<file path="src/rtl/lcf_pkg.sv">
package lcf_pkg;
    typedef enum logic {
        ST_IDLE = 1'b0,
        ST_EMIT = 1'b1
    } ser_state_t;
endpackage

</file>
<file path="src/rtl/lcf_line_store.sv">
module lcf_line_store #(
    parameter int PIX_W    = 8,
    parameter int WIN_H    = 3,
    parameter int MAX_HRES = 32
) (
    input  logic                          clk,
    input  logic                          rst,
    input  logic                          ce,
    input  logic                          wr,
    input  logic                          hs_in,
    input  logic                          vs_in,
    input  logic [PIX_W-1:0]              pix_in,
    output logic                          room,
    output logic [WIN_H-1:0][PIX_W-1:0]   col_data,
    output logic [WIN_H-1:0]              col_ok
);
    localparam int SLOTS = WIN_H - 1;
    localparam int XW    = $clog2(MAX_HRES + 1);
    localparam int AW    = $clog2(MAX_HRES);
    localparam int SW    = (SLOTS > 1) ? $clog2(SLOTS) : 1;

    logic [PIX_W-1:0] mem [SLOTS][MAX_HRES];
    logic [XW-1:0]    slen [SLOTS];
    logic [SLOTS-1:0] sok;
    logic [SW-1:0]    wp, wp_eff;
    logic [XW-1:0]    xc, x_eff;
    logic [AW-1:0]    xa;
    logic             brk_h, brk_v;
    logic [SLOTS-1:0] ok_eff;
    logic [XW-1:0]    len_eff [SLOTS];

    function automatic logic [SW-1:0] slot_add(input logic [SW-1:0] a, input int k);
        int t;
        t = (int'(a) + k) % SLOTS;
        return SW'(t);
    endfunction

    // a strobe in this cycle already applies to a pixel taken in this cycle
    always_comb begin
        brk_v  = ce & vs_in;
        brk_h  = ce & hs_in & ~vs_in;
        wp_eff = brk_v ? '0 : (brk_h ? slot_add(wp, 1) : wp);
        x_eff  = (brk_v | brk_h) ? '0 : xc;
        room   = (x_eff < XW'(MAX_HRES));
        xa     = room ? AW'(x_eff) : '0;
    end

    for (genvar s = 0; s < SLOTS; s++) begin : g_slot
        assign ok_eff[s]  = brk_v ? 1'b0 : ((brk_h && wp == SW'(s)) ? 1'b1 : sok[s]);
        assign len_eff[s] = (brk_h && wp == SW'(s)) ? xc : slen[s];
    end

    // row 0 is the slot being overwritten (oldest line), read before write
    for (genvar k = 0; k < SLOTS; k++) begin : g_row
        logic [SW-1:0] sl;
        assign sl          = slot_add(wp_eff, k);
        assign col_data[k] = mem[sl][xa];
        assign col_ok[k]   = ok_eff[sl] && (x_eff < len_eff[sl]);
    end
    assign col_data[WIN_H-1] = pix_in;
    assign col_ok[WIN_H-1]   = 1'b1;

    always_ff @(posedge clk) begin
        if (rst) begin
            sok <= '0;
            wp  <= '0;
            xc  <= '0;
            for (int s = 0; s < SLOTS; s++) slen[s] <= '0;
        end else if (ce) begin
            if (vs_in) begin
                sok <= '0;
                wp  <= '0;
            end else if (hs_in) begin
                slen[wp] <= xc;
                sok[wp]  <= 1'b1;
                wp       <= slot_add(wp, 1);
            end
            xc <= x_eff + XW'(wr);
        end
    end

    always_ff @(posedge clk) begin
        if (!rst && wr) mem[wp_eff][xa] <= pix_in;
    end

    p_xcap_r6: assert property (@(posedge clk) disable iff (rst)
        xc <= XW'(MAX_HRES));
    p_wr_room_r6: assert property (@(posedge clk) disable iff (rst)
        wr |-> room);
    p_vs_clear_r5: assert property (@(posedge clk) disable iff (rst)
        (ce && vs_in) |=> (sok == '0));
endmodule

</file>
<file path="src/rtl/lcf_col_serial.sv">
module lcf_col_serial
    import lcf_pkg::*;
#(
    parameter int PIX_W = 8,
    parameter int WIN_H = 3
) (
    input  logic                        clk,
    input  logic                        rst,
    input  logic                        ce,
    input  logic                        start,
    input  logic [WIN_H-1:0][PIX_W-1:0] col_in,
    input  logic [WIN_H-1:0]            ok_in,
    output logic                        ready,
    output logic [PIX_W-1:0]            col_data,
    output logic                        col_ok,
    output logic                        col_vld,
    output logic                        col_last
);
    localparam int IW = $clog2(WIN_H);
    localparam logic [IW-1:0] LAST_I = IW'(WIN_H - 1);

    ser_state_t                  state;
    logic [IW-1:0]               idx, nidx;
    logic [WIN_H-1:0][PIX_W-1:0] cbuf;
    logic [WIN_H-1:0]            obuf;

    assign nidx  = idx + 1'b1;
    assign ready = (state == ST_IDLE) || (idx == LAST_I);

    // state register: START, STEP, CHAIN, DRAIN
    always_ff @(posedge clk) begin
        if (rst) begin
            state <= ST_IDLE;
            idx   <= '0;
        end else if (ce) begin
            unique case (state)
                ST_IDLE: if (start) begin
                    state <= ST_EMIT;
                    idx   <= '0;
                end
                ST_EMIT: begin
                    if (idx != LAST_I)  idx   <= nidx;
                    else if (start)     idx   <= '0;
                    else                state <= ST_IDLE;
                end
                default: state <= ST_IDLE;
            endcase
            if (start) begin
                cbuf <= col_in;
                obuf <= ok_in;
            end
        end
    end

    // outputs
    always_ff @(posedge clk) begin
        if (rst) begin
            col_vld  <= 1'b0;
            col_last <= 1'b0;
            col_ok   <= 1'b0;
        end else if (ce) begin
            if (start) begin
                col_data <= col_in[0];
                col_ok   <= ok_in[0];
                col_vld  <= 1'b1;
                col_last <= 1'b0;
            end else if (state == ST_EMIT && idx != LAST_I) begin
                col_data <= cbuf[nidx];
                col_ok   <= obuf[nidx];
                col_vld  <= 1'b1;
                col_last <= (nidx == LAST_I);
            end else begin
                col_vld  <= 1'b0;
                col_last <= 1'b0;
            end
        end
    end

    p_last_vld_r1: assert property (@(posedge clk) disable iff (rst)
        col_last |-> col_vld);
    p_run_r1: assert property (@(posedge clk) disable iff (rst)
        (ce && col_vld && !col_last) |=> col_vld);
    p_cur_ok_r12: assert property (@(posedge clk) disable iff (rst)
        col_last |-> col_ok);
    p_start_ready_r8: assert property (@(posedge clk) disable iff (rst)
        start |-> ready);
    p_freeze_r9: assert property (@(posedge clk) disable iff (rst)
        !ce |=> ($stable(col_vld) && $stable(col_data) && $stable(col_last)));
endmodule

</file>
<file path="src/rtl/line_column_feeder.sv">
module line_column_feeder #(
    parameter int PIX_W    = 8,
    parameter int WIN_H    = 3,
    parameter int MAX_HRES = 32
) (
    input  logic             clk,
    input  logic             rst,
    input  logic             ce,
    input  logic [PIX_W-1:0] pix_in,
    input  logic             pix_vld,
    input  logic             hs_in,
    input  logic             vs_in,
    output logic [PIX_W-1:0] col_data,
    output logic             col_ok,
    output logic             col_vld,
    output logic             col_last,
    output logic             hs_out,
    output logic             vs_out
);
    logic                        ready, room, accept;
    logic [WIN_H-1:0][PIX_W-1:0] col_bus;
    logic [WIN_H-1:0]            ok_bus;

    assign accept = ce & ~rst & pix_vld & ready & room;

    lcf_line_store #(
        .PIX_W(PIX_W), .WIN_H(WIN_H), .MAX_HRES(MAX_HRES)
    ) u_store (
        .clk(clk), .rst(rst), .ce(ce), .wr(accept),
        .hs_in(hs_in), .vs_in(vs_in), .pix_in(pix_in),
        .room(room), .col_data(col_bus), .col_ok(ok_bus)
    );

    lcf_col_serial #(
        .PIX_W(PIX_W), .WIN_H(WIN_H)
    ) u_serial (
        .clk(clk), .rst(rst), .ce(ce), .start(accept),
        .col_in(col_bus), .ok_in(ok_bus), .ready(ready),
        .col_data(col_data), .col_ok(col_ok),
        .col_vld(col_vld), .col_last(col_last)
    );

    // one-cycle delay, matching the first column sample
    always_ff @(posedge clk) begin
        if (rst) begin
            hs_out <= 1'b0;
            vs_out <= 1'b0;
        end else if (ce) begin
            hs_out <= hs_in;
            vs_out <= vs_in;
        end
    end

    p_sync_delay_r11: assert property (@(posedge clk) disable iff (rst)
        ce |=> ((hs_out == $past(hs_in)) && (vs_out == $past(vs_in))));
endmodule

</file>
<file path="config.mk">
export PLATFORM = sky130hd
export DESIGN_NAME = line_column_feeder
export DESIGN_NICKNAME = d
export VERILOG_FILES = /design/src/rtl/lcf_pkg.sv /design/src/rtl/lcf_line_store.sv /design/src/rtl/lcf_col_serial.sv /design/src/rtl/line_column_feeder.sv
export SDC_FILE = /design/constraint.sdc
export NUM_CORES = 1
export LEC_CHECK = 0
export BUFFER_PORTS_ARGS = -buffer_cell sky130_fd_sc_hd__buf_2
export CORE_MARGIN = 2
export CORE_UTILIZATION = 65
export CTS_CLUSTER_SIZE = 12
export DETAILED_ROUTE_END_ITERATION = 8
export MAX_ROUTING_LAYER = met4
export PLACE_DENSITY = 0.82
export SYNTH_ARGS = -nofsm -noshare
export SYNTH_HDL_FRONTEND = slang
export SYNTH_HIERARCHICAL = 1
export SYNTH_SLANG_ARGS = --single-unit
</file>
<file path="constraint.sdc">
create_clock -name clk -period 6 [get_ports clk]
set_input_delay 1.2 -clock clk [delete_from_list [all_inputs] [get_ports clk]]
set_output_delay 1.2 -clock clk [all_outputs]
set_load 0.01 [all_outputs]
</file>
==> flow_metrics.env <==
export IMPL_via_per_inst=6.760
export IMPL_critPathSlowestCell="or4_1"
export IMPL_ant_nets=0
export IMPL_cts_sinks=576
export IMPL_async_reset_ff_frac=0
export IMPL_die_h_um=210.2
export IMPL_die_x_um=210.2
export IMPL_fill_cells=2779
export IMPL_ctsLongestPathBuffers=3
export IMPL_critPathKind="input port to flip-flop"
export IMPL_path_cells="buf_2 > nand2_1 > nor2_1 > ha_1 > a21o_4 > buf_4 > nand2_1 > a21oi_1 > nor4_1 > o22ai_1 > or4_1 > nand2_1 > o21ai_1"
export IMPL_finalClockSkew_ns=0.02184
export IMPL_yosys_top_cells_count="nand2_1, edfxtp_1, a21oi_1"
export IMPL_drt_total_wl_um=79310
export IMPL_dp_cells=3255
export IMPL_cts_tree="built"
export IMPL_synth_area_leaders="edfxtp_1, nand2_1, a21oi_1"
export IMPL_synth_top_area_frac=0.6073
export IMPL_path_clk_slew_ns=0.06
export IMPL_holdBufCountCts=0
export IMPL_die_area_mm2=0.04419
export IMPL_drc=2
export IMPL_area_delta_synth_final_pct=8.446
export IMPL_grt_antenna_before_repair=2
export IMPL_setup_tns_ns=0
export IMPL_r2r_slack_ns=1.75
export IMPL_critPathArrivalTime_ns=5.39
export IMPL_grt_max_degree=163
export IMPL_final_layout_size_suffix_gt1_frac=0.07446
export IMPL_worst_pin_slew_ns=1.283
export IMPL_synth_xor_area_share=0.001267
export IMPL_ys_warn_count=6
export IMPL_crit_family="simple AND/OR/NAND/NOR gates"
export IMPL_io_buffers=26
export IMPL_cp_num_buf_inv=2
export IMPL_io_pins=27
export IMPL_cp_startpoint="ce"
export IMPL_gp_congestion=0.9544
export IMPL_rsz0062_at_grt="no"
export IMPL_synth_cell_types=57
export IMPL_startpoint_type="input port"
export IMPL_yosys_area_share_simple=0.1992
export IMPL_hp_start="u_serial/col_ok$_SDFFE_PP0P_"
export IMPL_cap_violations=0
export IMPL_nNetsFinal=2807
export IMPL_holdWs_ns=0.4701
export IMPL_syn_nets=2830
export IMPL_ys_ff_latch=576
export IMPL_fmax_mhz=198.5
export IMPL_synthMostInstantiatedCell="nand2_1"
export IMPL_finish_utilization=0.7147
export IMPL_first_pass_iters=9
export IMPL_setup_viol=0
export IMPL_htreeDepth=2
export IMPL_ir_drop_uv=210.3
export IMPL_synth_adder_area_share=0.007695
export IMPL_cp_common_cell="nand2_1"
export IMPL_syn_area_per_cell_um2=9.876
export IMPL_layout_min_cycle_time_ns=5.038
export IMPL_leakage_uw=0.01065
export IMPL_finalCritPeriodShare=0.8397
export IMPL_end_kind="flip-flop"
export IMPL_crit_path_max_incr_delay_ns=0.60
export IMPL_cts_setup_buffers=0
export IMPL_synth_compound_area_frac=0.1200
export IMPL_synth_cells=2799
export IMPL_outcome="finished, violations left"
export IMPL_netlist_area_mm2=0.02764
export IMPL_cts_buffers=58
export IMPL_grt_pass1_wl_um=118900
export IMPL_overflow=0
export IMPL_hpwl_um=48710
export IMPL_wire_per_inst_um=23.69
export IMPL_synth_top_family_by_area="simple AND/OR/NAND/NOR gates"
export IMPL_min_path_type="flip-flop to flip-flop"
export IMPL_seq_area_frac_synth=0.6196
export IMPL_cts_repair_resized=0
export IMPL_core_mm2=0.04195
export IMPL_instances_no_fill=3348
export IMPL_rows=75
export IMPL_clk_latency_ns=0.62
export IMPL_hold_violations=0
export IMPL_vias=22633
export IMPL_violations="design-rule violations"
export IMPL_synth_ff_type="edfxtp_1"
export IMPL_muxShareOfSynthArea=0.01435
export IMPL_synth_edf_count=559
export IMPL_relSlewSlack=0.1447
export IMPL_grt_pass1_vias=20811
export IMPL_slew_viol_final=0
export IMPL_path_max_fanout=109
export IMPL_start_util=0.6590
export IMPL_yosys_area_top_type="edfxtp_1"
export IMPL_p_per_area_mw_per_mm2=274.2
export IMPL_reg2reg_from="u_serial/idx[0]$_SDFFE_PP0P_"
export IMPL_required_ns=6.35
export IMPL_globalRouteTotalUtil=0.3664
export IMPL_root_buffer="clkbuf_16"
export IMPL_drtIter0Drc=4196
## worst min-delay path: stages, from the launching register on
cell	delay (ns)
dfxtp_1	0.31
nand2_1	0.07
a21oi_2	0.05
## through the flow
step	worst slack, ns	total power, µW	cell area [µm²]
2_1_floorplan	1.702	4883	27640
3_3_place_gp	0.7598	5049	28360
3_5_place_dp	0.5754	5077	28360
4_1_cts	1.186	8212	29970
5_1_grt	0.8754	8428	29980
6_report	0.9616	8220	29980
## power by group
part / internal (µW) / switching, µW
combinational: 163 / 422
clock: 1760 / 1450
sequential: 4420 / 7.28
## cell families (layout without fill, tap and decap cells)
family,count (synthesis),after routing
compound gates,621,621
xor+xnor,4,4
fa+ha+maj,17,17
buf+inv,219,227
flops,576,576
mux,39,39
other cells,1,3
simple gates,1322,1322
## routing by layer
| metal | wire length (µm) | global-route usage | vias to the layer above |
|---|---|---|---|
| met2 | 36400 | 0.5620 | 1798 |
| met1 | 27530 | 0.4720 | 10589 |
| li1 | - | - | 9897 |
| met5 | 0 | - | - |
| met4 | 4761 | 0.1842 | 0 |
| met3 | 10610 | 0.07107 | 349 |
## registers in the layout (all words and copies together) (netlist names), 2 cells and up
signal,count
u_store/mem,512
u_serial/cbuf,24
u_store/slen,12
u_serial/col_data,8
u_store/xc,6
u_serial/obuf,3
u_serial/idx,2
u_store/sok,2
## layout make-up
type,instances,area (µm²),share of cell area
Inverter,8,30.03,0.001002
Antenna cell,2,5.005,0.0001670
Tap cell,539,674.4,0.02250
Timing Repair Buffer,128,1021,0.03406
Multi-Input combinational cell,2004,9510,0.3173
Clock buffer,68,1510,0.05038
Sequential cell,576,17130,0.5713
Clock inverter,23,100.1,0.003339
## layout by cell type (no fill, tap or decap), drive strengths merged, types with 18 or more instances in the layout
master / instances
clkinv: 21
mux2i: 37
a21oi: 511
nor3: 18
nand2: 1009
clkbuf: 68
o22ai: 70
nor2: 100
nor4: 129
edfxtp: 559
buf: 128
## path summary, 6_finish.rpt
| path | end | cells past startpoint |
|---|---|---|
| hold reg to reg | u_serial/col_ok$_SDFFE_PP0P_ | 2 |
| setup / recovery | u_serial/col_data[1]$_DFFE_PP_ | 13 |
| hold / removal | u_serial/col_ok$_SDFFE_PP0P_ | 2 |
| setup reg to reg | u_store/mem[0][175]$_DFFE_PP_ | 11 |
(Power assumes the default switching activity.)
